## src/rtl/irqc_pkg.sv

```systemverilog
package irqc_pkg;

    localparam int BASIC_N  = 8;
    localparam int WORD_W   = 32;
    localparam int SC1_N    = 5;
    localparam int SC2_N    = 6;
    localparam int SUM1_POS = BASIC_N;
    localparam int SUM2_POS = BASIC_N + 1;
    localparam int SC1_BASE = BASIC_N + 2;
    localparam int SC2_BASE = SC1_BASE + SC1_N;

    localparam logic [7:0] OFF_PEND0 = 8'h00;
    localparam logic [7:0] OFF_PEND1 = 8'h04;
    localparam logic [7:0] OFF_PEND2 = 8'h08;
    localparam logic [7:0] OFF_SET1  = 8'h10;
    localparam logic [7:0] OFF_SET2  = 8'h14;
    localparam logic [7:0] OFF_SET0  = 8'h18;
    localparam logic [7:0] OFF_CLR1  = 8'h1c;
    localparam logic [7:0] OFF_CLR2  = 8'h20;
    localparam logic [7:0] OFF_CLR0  = 8'h24;

    typedef logic [WORD_W-1:0] word_t;

    // Source index inside bank 1 mirrored by shortcut slot k
    function automatic int sc1_src(input int k);
        case (k)
            0:       return 7;
            1:       return 9;
            2:       return 10;
            3:       return 18;
            default: return 19;
        endcase
    endfunction

    // Source index inside bank 2 mirrored by shortcut slot k
    function automatic int sc2_src(input int k);
        if (k < 5) return 21 + k;
        return 30;
    endfunction

    function automatic word_t sc1_mask();
        word_t m = '0;
        for (int k = 0; k < SC1_N; k++) m[sc1_src(k)] = 1'b1;
        return m;
    endfunction

    function automatic word_t sc2_mask();
        word_t m = '0;
        for (int k = 0; k < SC2_N; k++) m[sc2_src(k)] = 1'b1;
        return m;
    endfunction

endpackage

```

## src/rtl/irqc_enable_bank.sv

```systemverilog
module irqc_enable_bank
    import irqc_pkg::*;
#(
    parameter int          ADDR_W  = 8,
    parameter logic [7:0]  SET_OFF = 8'h10,
    parameter logic [7:0]  CLR_OFF = 8'h1c,
    parameter word_t       WR_MASK = '1
) (
    input  logic              clk,
    input  logic              rst_n,
    input  logic [ADDR_W-1:0] addr,
    input  word_t             wdata,
    input  logic              wr_en,
    output word_t             en
);

    logic  hit_set, hit_clr;
    word_t wbits;

    always_comb begin
        hit_set = wr_en && (addr == ADDR_W'(SET_OFF));
        hit_clr = wr_en && (addr == ADDR_W'(CLR_OFF));
        wbits   = wdata & WR_MASK;
    end

    always_ff @(posedge clk) begin
        if (!rst_n)       en <= '0;
        else if (hit_set) en <= en | wbits;
        else if (hit_clr) en <= en & ~wbits;
    end

    AST_SET_TAKES: assert property (@(posedge clk) disable iff (!rst_n)
        hit_set |=> ((en & $past(wbits)) == $past(wbits)));
    AST_CLR_TAKES: assert property (@(posedge clk) disable iff (!rst_n)
        hit_clr |=> ((en & $past(wbits)) == '0));
    AST_IDLE_HOLDS: assert property (@(posedge clk) disable iff (!rst_n)
        !(hit_set || hit_clr) |=> $stable(en));
    AST_LOCKED_WRITE: assert property (@(posedge clk) disable iff (!rst_n)
        (hit_set && ((wdata & WR_MASK) == '0)) |=> $stable(en));

endmodule

```

## src/rtl/irqc_bank0_view.sv

```systemverilog
module irqc_bank0_view
    import irqc_pkg::*;
(
    input  logic [BASIC_N-1:0] basic_pend,
    input  word_t              pend1,
    input  word_t              pend2,
    output word_t              view
);

    localparam word_t SC1_M = sc1_mask();
    localparam word_t SC2_M = sc2_mask();

    word_t v;

    always_comb begin
        v                = '0;
        v[BASIC_N-1:0]   = basic_pend;
        v[SUM1_POS]      = |(pend1 & ~SC1_M);
        v[SUM2_POS]      = |(pend2 & ~SC2_M);
    end

    for (genvar k = 0; k < WORD_W; k++) begin : g_bit
        if (k >= SC1_BASE && k < SC1_BASE + SC1_N) begin : g_sc1
            assign view[k] = pend1[sc1_src(k - SC1_BASE)];
        end else if (k >= SC2_BASE && k < SC2_BASE + SC2_N) begin : g_sc2
            assign view[k] = pend2[sc2_src(k - SC2_BASE)];
        end else begin : g_plain
            assign view[k] = v[k];
        end
    end

    always_comb begin
        AST_SC_ALONE_NO_SUM1: assert (!(((pend1 & ~SC1_M) == '0) && view[SUM1_POS]));
        AST_SC_ALONE_NO_SUM2: assert (!(((pend2 & ~SC2_M) == '0) && view[SUM2_POS]));
    end

endmodule

```

## src/rtl/irqc_read_mux.sv

```systemverilog
module irqc_read_mux
    import irqc_pkg::*;
#(
    parameter int ADDR_W = 8
) (
    input  logic              clk,
    input  logic              rst_n,
    input  logic [ADDR_W-1:0] addr,
    input  logic              rd_en,
    input  word_t             view0,
    input  word_t             pend1,
    input  word_t             pend2,
    input  word_t             en0,
    input  word_t             en1,
    input  word_t             en2,
    output word_t             rdata
);

    word_t sel;

    always_comb begin
        unique case (addr)
            ADDR_W'(OFF_PEND0):                    sel = view0;
            ADDR_W'(OFF_PEND1):                    sel = pend1;
            ADDR_W'(OFF_PEND2):                    sel = pend2;
            ADDR_W'(OFF_SET0), ADDR_W'(OFF_CLR0):  sel = en0;
            ADDR_W'(OFF_SET1), ADDR_W'(OFF_CLR1):  sel = en1;
            ADDR_W'(OFF_SET2), ADDR_W'(OFF_CLR2):  sel = en2;
            default:                               sel = '0;
        endcase
    end

    always_ff @(posedge clk) begin
        if (!rst_n)     rdata <= '0;
        else if (rd_en) rdata <= sel;
    end

    AST_RD_HOLD: assert property (@(posedge clk) disable iff (!rst_n)
        !rd_en |=> $stable(rdata));
    AST_RD_TOP_ZERO: assert property (@(posedge clk) disable iff (!rst_n)
        (rd_en && addr == ADDR_W'(OFF_PEND0)) |=> (rdata[WORD_W-1:SC2_BASE+SC2_N] == '0));

endmodule

```

## src/rtl/banked_irq_ctrl.sv

```systemverilog
module banked_irq_ctrl
    import irqc_pkg::*;
#(
    parameter int ADDR_W = 8
) (
    input  logic               clk,
    input  logic               rst_n,
    input  logic [ADDR_W-1:0]  addr,
    input  logic [WORD_W-1:0]  wdata,
    input  logic               wr_en,
    input  logic               rd_en,
    output logic [WORD_W-1:0]  rdata,
    input  logic [BASIC_N-1:0] src_basic,
    input  logic [WORD_W-1:0]  src_bank1,
    input  logic [WORD_W-1:0]  src_bank2,
    output logic               irq
);

    localparam word_t B0_MASK = word_t'((1 << BASIC_N) - 1);
    localparam int    NBANK   = 3;
    localparam logic [7:0] SET_OFFS [NBANK] = '{OFF_SET0, OFF_SET1, OFF_SET2};
    localparam logic [7:0] CLR_OFFS [NBANK] = '{OFF_CLR0, OFF_CLR1, OFF_CLR2};

    word_t en [NBANK];
    word_t pend1, pend2, view0;
    logic [BASIC_N-1:0] basic_pend;

    for (genvar b = 0; b < NBANK; b++) begin : g_en
        irqc_enable_bank #(
            .ADDR_W (ADDR_W),
            .SET_OFF(SET_OFFS[b]),
            .CLR_OFF(CLR_OFFS[b]),
            .WR_MASK((b == 0) ? B0_MASK : '1)
        ) i_en (
            .clk  (clk),
            .rst_n(rst_n),
            .addr (addr),
            .wdata(wdata),
            .wr_en(wr_en),
            .en   (en[b])
        );
    end

    always_comb begin
        basic_pend = src_basic & en[0][BASIC_N-1:0];
        pend1      = src_bank1 & en[1];
        pend2      = src_bank2 & en[2];
    end

    irqc_bank0_view i_view (
        .basic_pend(basic_pend),
        .pend1     (pend1),
        .pend2     (pend2),
        .view      (view0)
    );

    assign irq = |view0;

    irqc_read_mux #(.ADDR_W(ADDR_W)) i_rd (
        .clk  (clk),
        .rst_n(rst_n),
        .addr (addr),
        .rd_en(rd_en),
        .view0(view0),
        .pend1(pend1),
        .pend2(pend2),
        .en0  (en[0]),
        .en1  (en[1]),
        .en2  (en[2]),
        .rdata(rdata)
    );

    AST_IRQ_NEEDS_SOURCE: assert property (@(posedge clk) disable iff (!rst_n)
        irq |-> ((src_basic != '0) || (src_bank1 != '0) || (src_bank2 != '0)));
    AST_IRQ_NEEDS_ENABLE: assert property (@(posedge clk) disable iff (!rst_n)
        irq |-> ((en[0] != '0) || (en[1] != '0) || (en[2] != '0)));
    AST_RESET_QUIET: assert property (@(posedge clk)
        !rst_n |=> (rdata == '0));

endmodule

```

## config.mk

```make
export PLATFORM = sky130hd
export DESIGN_NAME = banked_irq_ctrl
export DESIGN_NICKNAME = d
export VERILOG_FILES = /design/src/rtl/irqc_pkg.sv /design/src/rtl/irqc_enable_bank.sv /design/src/rtl/irqc_bank0_view.sv /design/src/rtl/irqc_read_mux.sv /design/src/rtl/banked_irq_ctrl.sv
export SDC_FILE = /design/constraint.sdc
export NUM_CORES = 1
export LEC_CHECK = 0
export BUFFER_PORTS_ARGS = -buffer_cell sky130_fd_sc_hd__buf_2
export CORE_AREA = 2 2 105 107
export CTS_CLUSTER_DIAMETER = 50
export DETAILED_ROUTE_END_ITERATION = 7
export DIE_AREA = 0 0 107 109
export GPL_ROUTABILITY_DRIVEN = 0
export PLACE_DENSITY = 0.88
export SYNTH_ARGS = -nofsm -noshare
export SYNTH_HDL_FRONTEND = slang
export SYNTH_SLANG_ARGS = --single-unit
export TNS_END_PERCENT = 30
```

## constraint.sdc

```tcl
create_clock -name clk -period 2.05 [get_ports clk]
set_input_delay 0.205 -clock clk [delete_from_list [all_inputs] [get_ports clk]]
set_output_delay 0.205 -clock clk [all_outputs]
set_load 0.005 [all_outputs]
```

==> metrics.yaml <==
status:
  outcome: "complete, but fails checks"
  violations: "DRC, setup timing"
global_routing:
  grt_overflow: 0
  grt_max_degree: 55
  grt_use_total_pct: 33.6
  grt_first_pass_wirelength_um: 30000
  grt_pass1_vias: 5677
  antenna_found_initial: 0
sta:
  setup_violations: 1
  setup_ws_ns: -0.131
  layout_min_cycle_time_ns: 2.18
  slew_headroom_pct: 66.2
  fmax_mhz: 458
  fin_tns_setup_ns: -0.131
  slew_viol_final: 0
  clock_skew_ns: 0.00913
  grt_setup_unrepaired: "yes"
  hold_viol_final: 0
  min_period_over_period_pct: 106
  worst_pin_slew_ns: 0.503
finish:
  final_cells: 959
  final_cell_mix: "buf_2, nand2_1, dfxtp_1, a22oi_1, a21o_1"
  layout.nets: 930
  drive_above_1_share_pct: 26.6
  antenna_cells: 0
  fillers: 909
  final_common_cell: "buf_2"
  finalCoreUtilization_pct: 63.8
  areaGrowthSynthToFinish_pct: 22.7
clocking:
  clk_pin_slew_ns: 0.11
  numCtsBuffers: 9
  cts_tree: "done"
  cts_setup_buffers: 0
  clock-root-buffer: "clkbuf_8"
  cts_max_level: 3
  cts_sinks: 104
  worstSkewPairLatency_ns: 0.38
  clockBufferDepth: 2
critical_path:
  crit_arrival_ns: 1.98
  path_cells: "a22o_1, a221oi_2, nand4_1, nor4_2, nand2_1, buf_2"
  cp_top_family: "simple AND/OR/NAND/NOR gates"
  r2r_setup_slack_ns: 0.55
  critPathSlowestCell: "dfxtp_2"
  crit_required_ns: 1.85
  cp_max_fo: 4
  path_buf_inv: 1
  endpoint_kind: "output pin"
  start_kind: "flop"
  reg2reg_to: "i_rd.rdata[9]$_SDFFE_PN0P_"
  slowest_delay_ns: 0.35
  worstRegToRegCells: 5
  critPathKind: "reg2out"
placement:
  post-place-ws_ns: 0.00409
  dp_cells: 943
  dpl.hpwl_um: 14400
  port_buffers: 148
synthesis:
  synth_top_area_cell: "dfxtp_1"
  syn-num-nets: 787
  ys_ff_latch: 104
  yosysWarnings: 0
  synth_area_leaders: "dfxtp_1, a22oi_1, nand2_1"
  synth.avg_cell_area_um2: 8.21
  synthFlopType: "dfxtp_1"
  synth_area_um2: 5510
  yosysSeqAreaShare_pct: 37.8
  synthCells: 671
  async_flop_share_pct: 0
  synth_cell_types: 45
  synth_edf_count: 0
  yosysTopAreaCellShare_pct: 37.8
floorplanning:
  fp.dieW_um: 107
  dieArea_um2: 11700
  rows: 38
  start_util_pct: 52.0
  die_h_um: 109
  io-pin-count: 149
  core-area_um2: 10600
worst_hold_path:
  hp-class: "in2reg"
  hp-start: "wdata[15]"
  whs_path_depth: 3
detailed_routing:
  antenna_left: 0
  wl_per_cell_um: 20.5
  drc: 2
  drt_iter0_drc: 1094
  drt-vias-per-instance: 6.52
  vias: 6248
  drt_pass1_iterations: 8
  wl_um: 19700
power:
  p_leak_nw: 2.87
  ir_drop_uv: 366
  power.total_mw: 3.70
  p_per_area_nw_per_um2: 547
run:
  drv_cap: 0
==> worst min-delay path, delay by kind of cell <==
family	cells	cell delay (ns)
AO/OA/AOI/OAI	1	0.05
buffers and inverters	1	0.12
AND/OR/NAND/NOR	1	0.06
==> stage by stage <==
stage	hold slack, ns	area (um^2)
final	0.0940	6760
after floorplan	0.351	5510
after detailed placement	0.437	6540
after CTS	0.0952	6750
after global placement	0.430	6540
after global routing	0.0900	6760
==> Yosys cell counts (2+ instances only) <==
cell,number
clkbuf_1,22
o21ai_1,7
dfxtp_1,104
a21boi_1,32
o21ai_0,29
nor4_1,3
a22o_1,4
a21o_1,58
nor2b_1,44
and3_1,8
a21oi_1,12
buf_2,20
nor2_1,3
o211ai_1,4
or2_2,2
or4b_1,2
nand2_1,131
a22oi_1,70
nand3_1,51
a221oi_1,14
a222oi_1,14
nor4_4,2
inv_1,3
nor2_2,3
buf_4,4
nand4_1,6
==> worst max path at each step <==
stage                 start    to  slack (ns)  cells after the start
floorplan           addr[3]  flop        0.18                      8
global placement    addr[7]  flop        0.03                      7
detailed placement  addr[7]  flop       0.004                      7
CTS                    flop   irq        -0.1                      6
global route           flop   irq       -0.18                      6
finish                 flop   irq       -0.13                      6
==> power by group <==
part           switching [mW]  internal, mW
combinational           0.229         0.152
clock                   0.783         0.494
sequential            0.00827          2.03
total                    1.02          2.68
==> timing repair <==
item | 4_1_cts | 5_1_grt
pin swaps | 3 | 2
resized for setup | 4 | 4
endpoints found under the setup margin | 1 | 1
cloned | 0 | 0
hold buffers | 0 | 0
hold endpoints to repair | 0 | 0
==> final cells by class <==
type,count,area (um^2),area share [%]
inverter,3,11.3,0.167
timing repair buffer,178,1050,15.6
clock buffer,10,138,2.04
sequential,104,2090,30.9
multi-input combinational,518,3250,48.0
tap,140,175,2.59
clock inverter,6,48.8,0.722
==> kinds of logic after synthesis <==
family | Yosys count | share of synthesized area [%]
buf+inv | 49 | 4.07
simple gates | 267 | 24.4
compound gates | 250 | 33.6
xor+xnor | 1 | 0.159
flops | 104 | 37.8
==> metal layers <==
layer	up-vias	routed length, um	track usage (%)
met4	0	1070	16.4
met2	516	8550	52.5
met5	-	0	0
met1	2857	7320	44.2
met3	101	2760	7.23
li1	2774	-	-
Note: power is estimated with default switching activity, not from simulation.
